===== src/rtl/gss_pkg.sv =====
package gss_pkg;
  typedef enum logic [2:0] {
    S_IDLE, S_RST, S_LAUNCH, S_DLY, S_PULSE, S_WAIT, S_HALT, S_EMIT
  } seq_state_t;

  typedef struct packed {
    logic latchCfg;
    logic capture;
    logic advance;
  } seq_strobe_t;

  localparam logic [1:0] OUT_NORMAL = 2'b00;
  localparam logic [1:0] OUT_TRAP   = 2'b01;
  localparam logic [1:0] OUT_CRASH  = 2'b10;
  localparam logic [1:0] OUT_CAL    = 2'b11;
endpackage


===== src/rtl/gss_ctrl.sv =====
module gss_ctrl
  import gss_pkg::*;
#(
  parameter int CNT_W   = 32,
  parameter int RST_LEN = 4
) (
  input  logic             clk,
  input  logic             rstN,
  input  logic             startStrobe,
  input  logic             recReady,
  input  logic [CNT_W-1:0] dlyCycles,
  input  logic [CNT_W-1:0] widthCycles,
  input  logic [CNT_W-1:0] timeoutCycles,
  input  logic             isCal,
  input  logic             lastTrial,
  input  logic             lastDelay,
  output seq_strobe_t      strb,
  output logic             tgtReset,
  output logic             tgtLaunch,
  output logic             glitchPulse,
  output logic             tgtHalt,
  output logic             recValid,
  output logic             busy,
  output logic             done
);
  localparam logic [CNT_W-1:0] RST_LOAD = CNT_W'(RST_LEN - 1);

  seq_state_t state;
  logic [CNT_W-1:0] cnt;
  logic sweepEnd;

  assign sweepEnd = !isCal && lastTrial && lastDelay;

  always_comb begin
    strb.latchCfg = (state == S_IDLE) && startStrobe;
    strb.capture  = (state == S_HALT);
    strb.advance  = (state == S_EMIT) && recReady;
  end

  assign tgtReset    = (state == S_RST);
  assign tgtLaunch   = (state == S_LAUNCH);
  assign glitchPulse = (state == S_PULSE) && !isCal;
  assign tgtHalt     = (state == S_HALT);
  assign recValid    = (state == S_EMIT);
  assign busy        = (state != S_IDLE);

  always_ff @(posedge clk) begin
    if (!rstN) begin
      state <= S_IDLE;
      cnt   <= '0;
      done  <= 1'b0;
    end else begin
      done <= 1'b0;
      unique case (state)
        S_IDLE: if (startStrobe) begin
          state <= S_RST;
          cnt   <= RST_LOAD;
        end
        S_RST: if (cnt == '0) state <= S_LAUNCH; else cnt <= cnt - 1'b1;
        S_LAUNCH: begin
          if (dlyCycles == '0) begin
            state <= S_PULSE;
            cnt   <= widthCycles - 1'b1;
          end else begin
            state <= S_DLY;
            cnt   <= dlyCycles - 1'b1;
          end
        end
        S_DLY: if (cnt == '0) begin
          state <= S_PULSE;
          cnt   <= widthCycles - 1'b1;
        end else cnt <= cnt - 1'b1;
        S_PULSE: if (cnt == '0) begin
          state <= S_WAIT;
          cnt   <= timeoutCycles - 1'b1;
        end else cnt <= cnt - 1'b1;
        S_WAIT: if (cnt == '0) state <= S_HALT; else cnt <= cnt - 1'b1;
        S_HALT: state <= S_EMIT;
        S_EMIT: if (recReady) begin
          if (sweepEnd) begin
            state <= S_IDLE;
            done  <= 1'b1;
          end else begin
            state <= S_RST;
            cnt   <= RST_LOAD;
          end
        end
        default: state <= S_IDLE;
      endcase
    end
  end
endmodule


===== src/rtl/gss_dpath.sv =====
module gss_dpath
  import gss_pkg::*;
#(
  parameter int CNT_W    = 32,
  parameter int TRIAL_W  = 16,
  parameter int STATUS_W = 8
) (
  input  logic                clk,
  input  logic                rstN,
  input  seq_strobe_t         strb,
  input  logic [CNT_W-1:0]    cfgDelayMin,
  input  logic [CNT_W-1:0]    cfgDelayMax,
  input  logic [CNT_W-1:0]    cfgStep,
  input  logic [TRIAL_W-1:0]  cfgRepeat,
  input  logic [CNT_W-1:0]    cfgWidth,
  input  logic [CNT_W-1:0]    cfgTimeout,
  input  logic [STATUS_W-1:0] tgtStatus,
  output logic [CNT_W-1:0]    dlyCycles,
  output logic [CNT_W-1:0]    widthCycles,
  output logic [CNT_W-1:0]    timeoutCycles,
  output logic                isCal,
  output logic                lastTrial,
  output logic                lastDelay,
  output logic [TRIAL_W-1:0]  recTrial,
  output logic [1:0]          recOutcome,
  output logic                recMismatch
);
  logic [CNT_W-1:0]    maxReg, stepReg, curDelay;
  logic [TRIAL_W-1:0]  repReg, trialIdx;
  logic [STATUS_W-1:0] capStatus, golden;
  logic [CNT_W:0]      nextSum;

  assign nextSum   = {1'b0, curDelay} + {1'b0, stepReg};
  assign lastDelay = nextSum > {1'b0, maxReg};
  assign lastTrial = (trialIdx == repReg - 1'b1);
  assign dlyCycles = curDelay;
  assign recTrial  = trialIdx;

  always_ff @(posedge clk) begin
    if (!rstN) begin
      maxReg <= '0; stepReg <= '0; curDelay <= '0;
      repReg <= '0; trialIdx <= '0; isCal <= 1'b0;
      widthCycles <= '0; timeoutCycles <= '0;
      capStatus <= '0; golden <= '0;
    end else begin
      if (strb.latchCfg) begin
        curDelay      <= cfgDelayMin;
        maxReg        <= cfgDelayMax;
        stepReg       <= (cfgStep == '0) ? CNT_W'(1) : cfgStep;
        repReg        <= (cfgRepeat == '0) ? TRIAL_W'(1) : cfgRepeat;
        widthCycles   <= (cfgWidth == '0) ? CNT_W'(1) : cfgWidth;
        timeoutCycles <= (cfgTimeout == '0) ? CNT_W'(1) : cfgTimeout;
        trialIdx      <= '0;
        isCal         <= 1'b1;
      end
      if (strb.capture) begin
        capStatus <= tgtStatus;
        if (isCal) golden <= tgtStatus;
      end
      if (strb.advance) begin
        if (isCal) begin
          isCal <= 1'b0;
        end else if (!lastTrial) begin
          trialIdx <= trialIdx + 1'b1;
        end else begin
          trialIdx <= '0;
          curDelay <= nextSum[CNT_W-1:0];
        end
      end
    end
  end

  always_comb begin
    if (isCal)             recOutcome = OUT_CAL;
    else if (capStatus[0]) recOutcome = OUT_NORMAL;
    else if (capStatus[1]) recOutcome = OUT_TRAP;
    else                   recOutcome = OUT_CRASH;
  end

  assign recMismatch = !isCal && (capStatus != golden);
endmodule


===== src/rtl/glitch_sweep_seq.sv =====
module glitch_sweep_seq
  import gss_pkg::*;
#(
  parameter int CNT_W    = 32,
  parameter int TRIAL_W  = 16,
  parameter int STATUS_W = 8,
  parameter int RST_LEN  = 4
) (
  input  logic                clk,
  input  logic                rstN,
  input  logic                startStrobe,
  input  logic [CNT_W-1:0]    cfgDelayMin,
  input  logic [CNT_W-1:0]    cfgDelayMax,
  input  logic [CNT_W-1:0]    cfgStep,
  input  logic [TRIAL_W-1:0]  cfgRepeat,
  input  logic [CNT_W-1:0]    cfgWidth,
  input  logic [CNT_W-1:0]    cfgTimeout,
  input  logic [STATUS_W-1:0] tgtStatus,
  input  logic                recReady,
  output logic                tgtReset,
  output logic                tgtLaunch,
  output logic                glitchPulse,
  output logic                tgtHalt,
  output logic                busy,
  output logic                done,
  output logic                recValid,
  output logic [CNT_W-1:0]    recDelay,
  output logic [TRIAL_W-1:0]  recTrial,
  output logic [1:0]          recOutcome,
  output logic                recMismatch
);
  seq_strobe_t      strb;
  logic [CNT_W-1:0] dlyCycles, widthCycles, timeoutCycles;
  logic             isCal, lastTrial, lastDelay;

  assign recDelay = dlyCycles;

  gss_ctrl #(.CNT_W(CNT_W), .RST_LEN(RST_LEN)) u_ctrl (
    .clk, .rstN, .startStrobe, .recReady,
    .dlyCycles, .widthCycles, .timeoutCycles,
    .isCal, .lastTrial, .lastDelay, .strb,
    .tgtReset, .tgtLaunch, .glitchPulse, .tgtHalt,
    .recValid, .busy, .done
  );

  gss_dpath #(.CNT_W(CNT_W), .TRIAL_W(TRIAL_W), .STATUS_W(STATUS_W)) u_dpath (
    .clk, .rstN, .strb,
    .cfgDelayMin, .cfgDelayMax, .cfgStep, .cfgRepeat, .cfgWidth, .cfgTimeout,
    .tgtStatus, .dlyCycles, .widthCycles, .timeoutCycles,
    .isCal, .lastTrial, .lastDelay, .recTrial, .recOutcome, .recMismatch
  );
endmodule


===== config.mk =====
export PLATFORM = sky130hd
export DESIGN_NAME = glitch_sweep_seq
export DESIGN_NICKNAME = d
export VERILOG_FILES = /design/src/rtl/gss_pkg.sv /design/src/rtl/gss_ctrl.sv /design/src/rtl/gss_dpath.sv /design/src/rtl/glitch_sweep_seq.sv
export SDC_FILE = /design/constraint.sdc
export NUM_CORES = 1
export LEC_CHECK = 0
export BUFFER_PORTS_ARGS = -buffer_cell sky130_fd_sc_hd__buf_2
export CORE_MARGIN = 2
export CORE_UTILIZATION = 55
export CTS_BUF_LIST = sky130_fd_sc_hd__clkbuf_4 sky130_fd_sc_hd__clkbuf_8
export CTS_CLUSTER_DIAMETER = 200
export DETAILED_ROUTE_END_ITERATION = 10
export PLACE_DENSITY = 0.81
export SLEW_MARGIN = 20
export SYNTH_ARGS = -nofsm -noshare
export SYNTH_HDL_FRONTEND = slang
export SYNTH_HIERARCHICAL = 1
export SYNTH_SLANG_ARGS = --single-unit

===== constraint.sdc =====
create_clock -name clk -period 6.55 [get_ports clk]
set_input_delay 0.655 -clock clk [delete_from_list [all_inputs] [get_ports clk]]
set_output_delay 0.655 -clock clk [all_outputs]
set_load 0.02 [all_outputs]

==> summary.md <==
| Metric | Value |
|---|---|
| Min Clock Period, post-route | 6.08 ns |
| # diodes | 0 |
| Required @ worst endpoint | 7.02 ns |
| Die Area | 30500 um^2 |
| Layout cells sized above 1 | 17.1% |
| DP Area | 17400 um^2 |
| CP delay by family, top | compound AO/OA/AOI/OAI gates |
| Sequential share of the synthesized area | 30.7% |
| RSZ-0062 raised after global routing | no |
| FP Rows | 62 |
| Layout Utilization | 64.2% |
| Non-filler cells, final | 2561 |
| CTS buffer count | 44 |
| Synth area leaders | dfxtp_1, mux2i_1, nor2_1 |
| Crit path launch | u_dpath/dlyCycles[0] |
| Syn Nets | 2197 |
| Critical Path Stages | 23 |
| Worst-margin pin slew | 1.07 ns |
| Total core area | 28700 um^2 |
| Post-synthesis mux area share | 11.7% |
| Gr usage total | 33.6% |
| Leading area contributor after synthesis | dfxtp_1 |
| Crit path launch type | flip-flop |
| R2r startpoint | u_dpath/dlyCycles[0] |
| Max Freq | 164 MHz |
| Worst Setup Path Type | flip-flop to flip-flop |
| Post-synthesis compound-gate area fraction | 16.7% |
| Clock root buffer | clkbuf_8 |
| Final WS setup | 0.466 ns |
| CTS Hold Buffers Added | 0 |
| CP max stage cell | nor2_2 |
| Post-synthesis simple-gate area fraction | 23.0% |
| Wire length of the first global-routing pass | 82.6 mm |
| # resized after CTS | 0 |
| Vias in the first global route | 15100 |
| IO buf count | 245 |
| Worst slack at placement | 0.608 ns |
| Sum Neg Setup Slack | 0 ns |
| DRT antenna net count | 0 |
| Worst VDD drop | 0.214 mV |
| Clock Skew | 0.0241 ns |
| Initial antenna violation count | 0 |
| FFs w/ async S/R, synth | 0% |
| Grt ovf | 0 |
| Io pins | 246 |
| Placed Cells | 2481 |
| Share of the synthesized area in the top cell type | 30.7% |
| Type of destination of the critical path | flip-flop |
| Drt total wl | 53.2 mm |
| Final GP Congestion | 0.995 |
| Worst skew pair latency | 0.57 ns |
| Worst slew margin | 28.8% |
| Max_cap viols | 0 |
| Worst Setup EP | u_ctrl/cnt[5] |
| Synth warn | 6 |
| Post-Synth XOR/XNOR Area | 8.16% |
| Clock slew at reported path FFs | 0.06 ns |
| Crit path cell chain | ha_1, fa_1, a21o_1, a221oi_2, o31ai_1, o31ai_1, o32ai_1, a31o_2, o21a_1, ha_1, nand4_1, nor4_1, a22oi_1, o2111ai_1, a221o_1, and3b_1, nor2_1, o22ai_1, a21oi_1, buf_4, nor2_2, o21ai_0, o211ai_1 |
| HP Class | input port to flip-flop |
| Synth Instances | 1936 |
| Final setup violation count | 0 |
| Die width | 175 um |
| Post-DR wirelength/cell | 20.8 um |
| Post-synthesis cell type count | 90 |
| Pin count of the biggest net entering global routing | 114 |
| Syn-to-layout area delta | 15.1% |
| DR vias/cell | 6.20 |
| Mapped Area | 16000 um^2 |
| Postcts setup bufs | 0 |
| Final Hold Viols | 0 |
| H-tree lvl count | 2 |
| Crit path DAT | 6.56 ns |
| Maximum single-stage delay on the critical path | 0.49 ns |
| # DRC | 0 |
| Final slew viol count | 0 |
| Largest family of logic cells by synthesized area | simple AND/OR/NAND/NOR gates |
| Clock buffer depth | 3 |
| First-pass DRT Iterations | 5 |
| Crit share post-route | 92.9% |
| Final Cell Area | 18400 um^2 |
| Initial Utilization | 55.7% |
| Main flop type after synthesis | dfxtp_1 |
| Status | finished clean |
| CTS tree | built |
| Power density over cell area | 429 nW/um^2 |
| Critical path peak fanout | 16 |
| Post-Synth Adder-Cell Area | 5.75% |
| Syn_area_per_cell | 8.27 um^2 |
| Initial drt markers | 1486 |
| R2R Setup Slk | 0.47 ns |
| Number of register bits inferred by synthesis | 245 |
| Reg2Reg Capture Point | u_ctrl/cnt[5] |
| R2r worst-path depth | 23 |
| Via count | 15900 |
| Buf/Inv on CP | 1 |
| Vert. Die Dim | 175 um |
| DPL Wire Length | 40.0 mm |
| Leak | 8.12 nW |
| CTS sink cnt | 245 |
| Number of nets in the layout | 2404 |
| EDFF count, synth | 0 |
-- layer usage --
metal / track usage [%] / part of all wire, % / vias to the layer above
met2: 55.7 / 46 / 699
met3: 5.31 / 7.5 / 133
li1: - / - / 7517
met4: 14.2 / 4.2 / 0
met5: 0 / 0 / -
met1: 43.7 / 42 / 7519
-- state kept, by name, summed over array words and instances (netlist names), 3 cells and up --
name	count
u_dpath/dlyCycles	32
u_dpath/widthCycles	32
u_dpath/timeoutCycles	32
u_dpath/maxReg	32
u_dpath/capStatus	8
u_ctrl/cnt	32
u_ctrl/state	3
u_dpath/stepReg	32
u_dpath/recTrial	16
u_dpath/repReg	16
u_dpath/golden	8
-- where the power goes --
part	total, mW	internal [mW]	leakage, nW	switching [mW]
Sequential	2.12	1.75	2.01	0.370
Combinational	4.17	1.58	5.58	2.60
Clock	1.61	0.946	0.527	0.665
Total	7.90	4.27	8.12	3.63
-- final cells by class --
cell class	instances	area (um^2)
Multi-Input combinational cell	1530	10500
Fill cell	2506	10300
Sequential cell	245	4900
Timing Repair Buffer	258	1340
Clock buffer	68	848
Tap cell	384	480
Inverter	64	245
Clock inverter	12	141
-- cell usage after synthesis, types with 5 or more instances --
library cell / number
nand4_1: 36
nor3_1: 56
xnor2_1: 69
clkbuf_1: 56
nand2b_1: 7
o22ai_1: 26
and2_1: 14
a21oi_1: 91
a31oi_1: 17
nor4_1: 68
o31ai_1: 10
nor2_1: 285
and4_1: 5
nand2_1: 104
nor2b_1: 7
o21ai_0: 61
and3_1: 15
o211ai_1: 10
xor2_1: 80
buf_2: 23
or3_1: 16
dfxtp_1: 245
buf_1: 16
a211oi_1: 34
mux2i_1: 185
inv_1: 62
o221ai_1: 11
o21a_1: 9
o31a_1: 5
or4_1: 22
a21o_1: 34
nand3b_1: 5
nand4b_1: 6
o21bai_1: 6
o211a_1: 12
nand3_1: 47
nor3b_1: 9
ha_1: 72
-- per-stage QoR --
step           hold slack [ns]  total power [mW]
2_1_floorplan            0.435              5.02
3_3_place_gp             0.454              6.12
3_5_place_dp             0.461              6.17
4_1_cts                  0.313              7.81
5_1_grt                  0.329              8.33
6_report                 0.340              7.90
-- tightest hold or removal path, delay by kind of cell --
family,cells,cell delay [ns]
simple gates,1,0.07
buf+inv,1,0.07
mux,1,0.05
-- kinds of logic (layout without fill, tap and decap cells) --
group | Yosys count | after routing
compound gates | 388 | 388
xor+xnor | 149 | 149
fa+ha+maj | 73 | 73
buf+inv | 161 | 402
flops | 245 | 245
mux | 186 | 186
simple gates | 734 | 734
-- cells in the final DEF (no fill, tap or decap), types with 6 or more instances in the layout --
master / n
o31ai_1: 10
nand4_1: 36
clkbuf_8: 54
o21bai_1: 6
nand3_1: 47
o211a_1: 12
buf_2: 245
dfxtp_1: 245
nor3_1: 56
nor2_1: 285
xnor2_1: 69
nand2_1: 104
xor2_1: 80
inv_1: 62
o22ai_1: 26
nand4b_1: 6
nor4_1: 68
nand2b_1: 7
nor2b_1: 7
a21o_1: 34
o211ai_1: 10
or4_1: 22
o221ai_1: 11
a21oi_1: 91
o21ai_0: 61
buf_4: 12
nor3b_1: 9
a31oi_1: 17
and3_1: 14
or3_1: 16
and2_1: 14
ha_1: 72
clkbuf_4: 14
o21a_1: 9
mux2i_1: 185
clkinv_2: 7
a211oi_1: 34
-- worst min path at each step --
stage                           start                 end  slack (ns)  cells after the start
finish                cfgDelayMax[17]  u_dpath/maxReg[17]        0.34                      3
detailed placement  u_dpath/golden[7]   u_dpath/golden[7]        0.46                      2
global placement    u_dpath/golden[7]   u_dpath/golden[7]        0.45                      2
CTS                   cfgDelayMax[17]  u_dpath/maxReg[17]        0.31                      3
global route          cfgDelayMax[13]  u_dpath/maxReg[13]        0.33                      3
floorplan              u_ctrl/cnt[18]      u_ctrl/cnt[18]        0.43                      2
(Power assumes the default switching activity.)
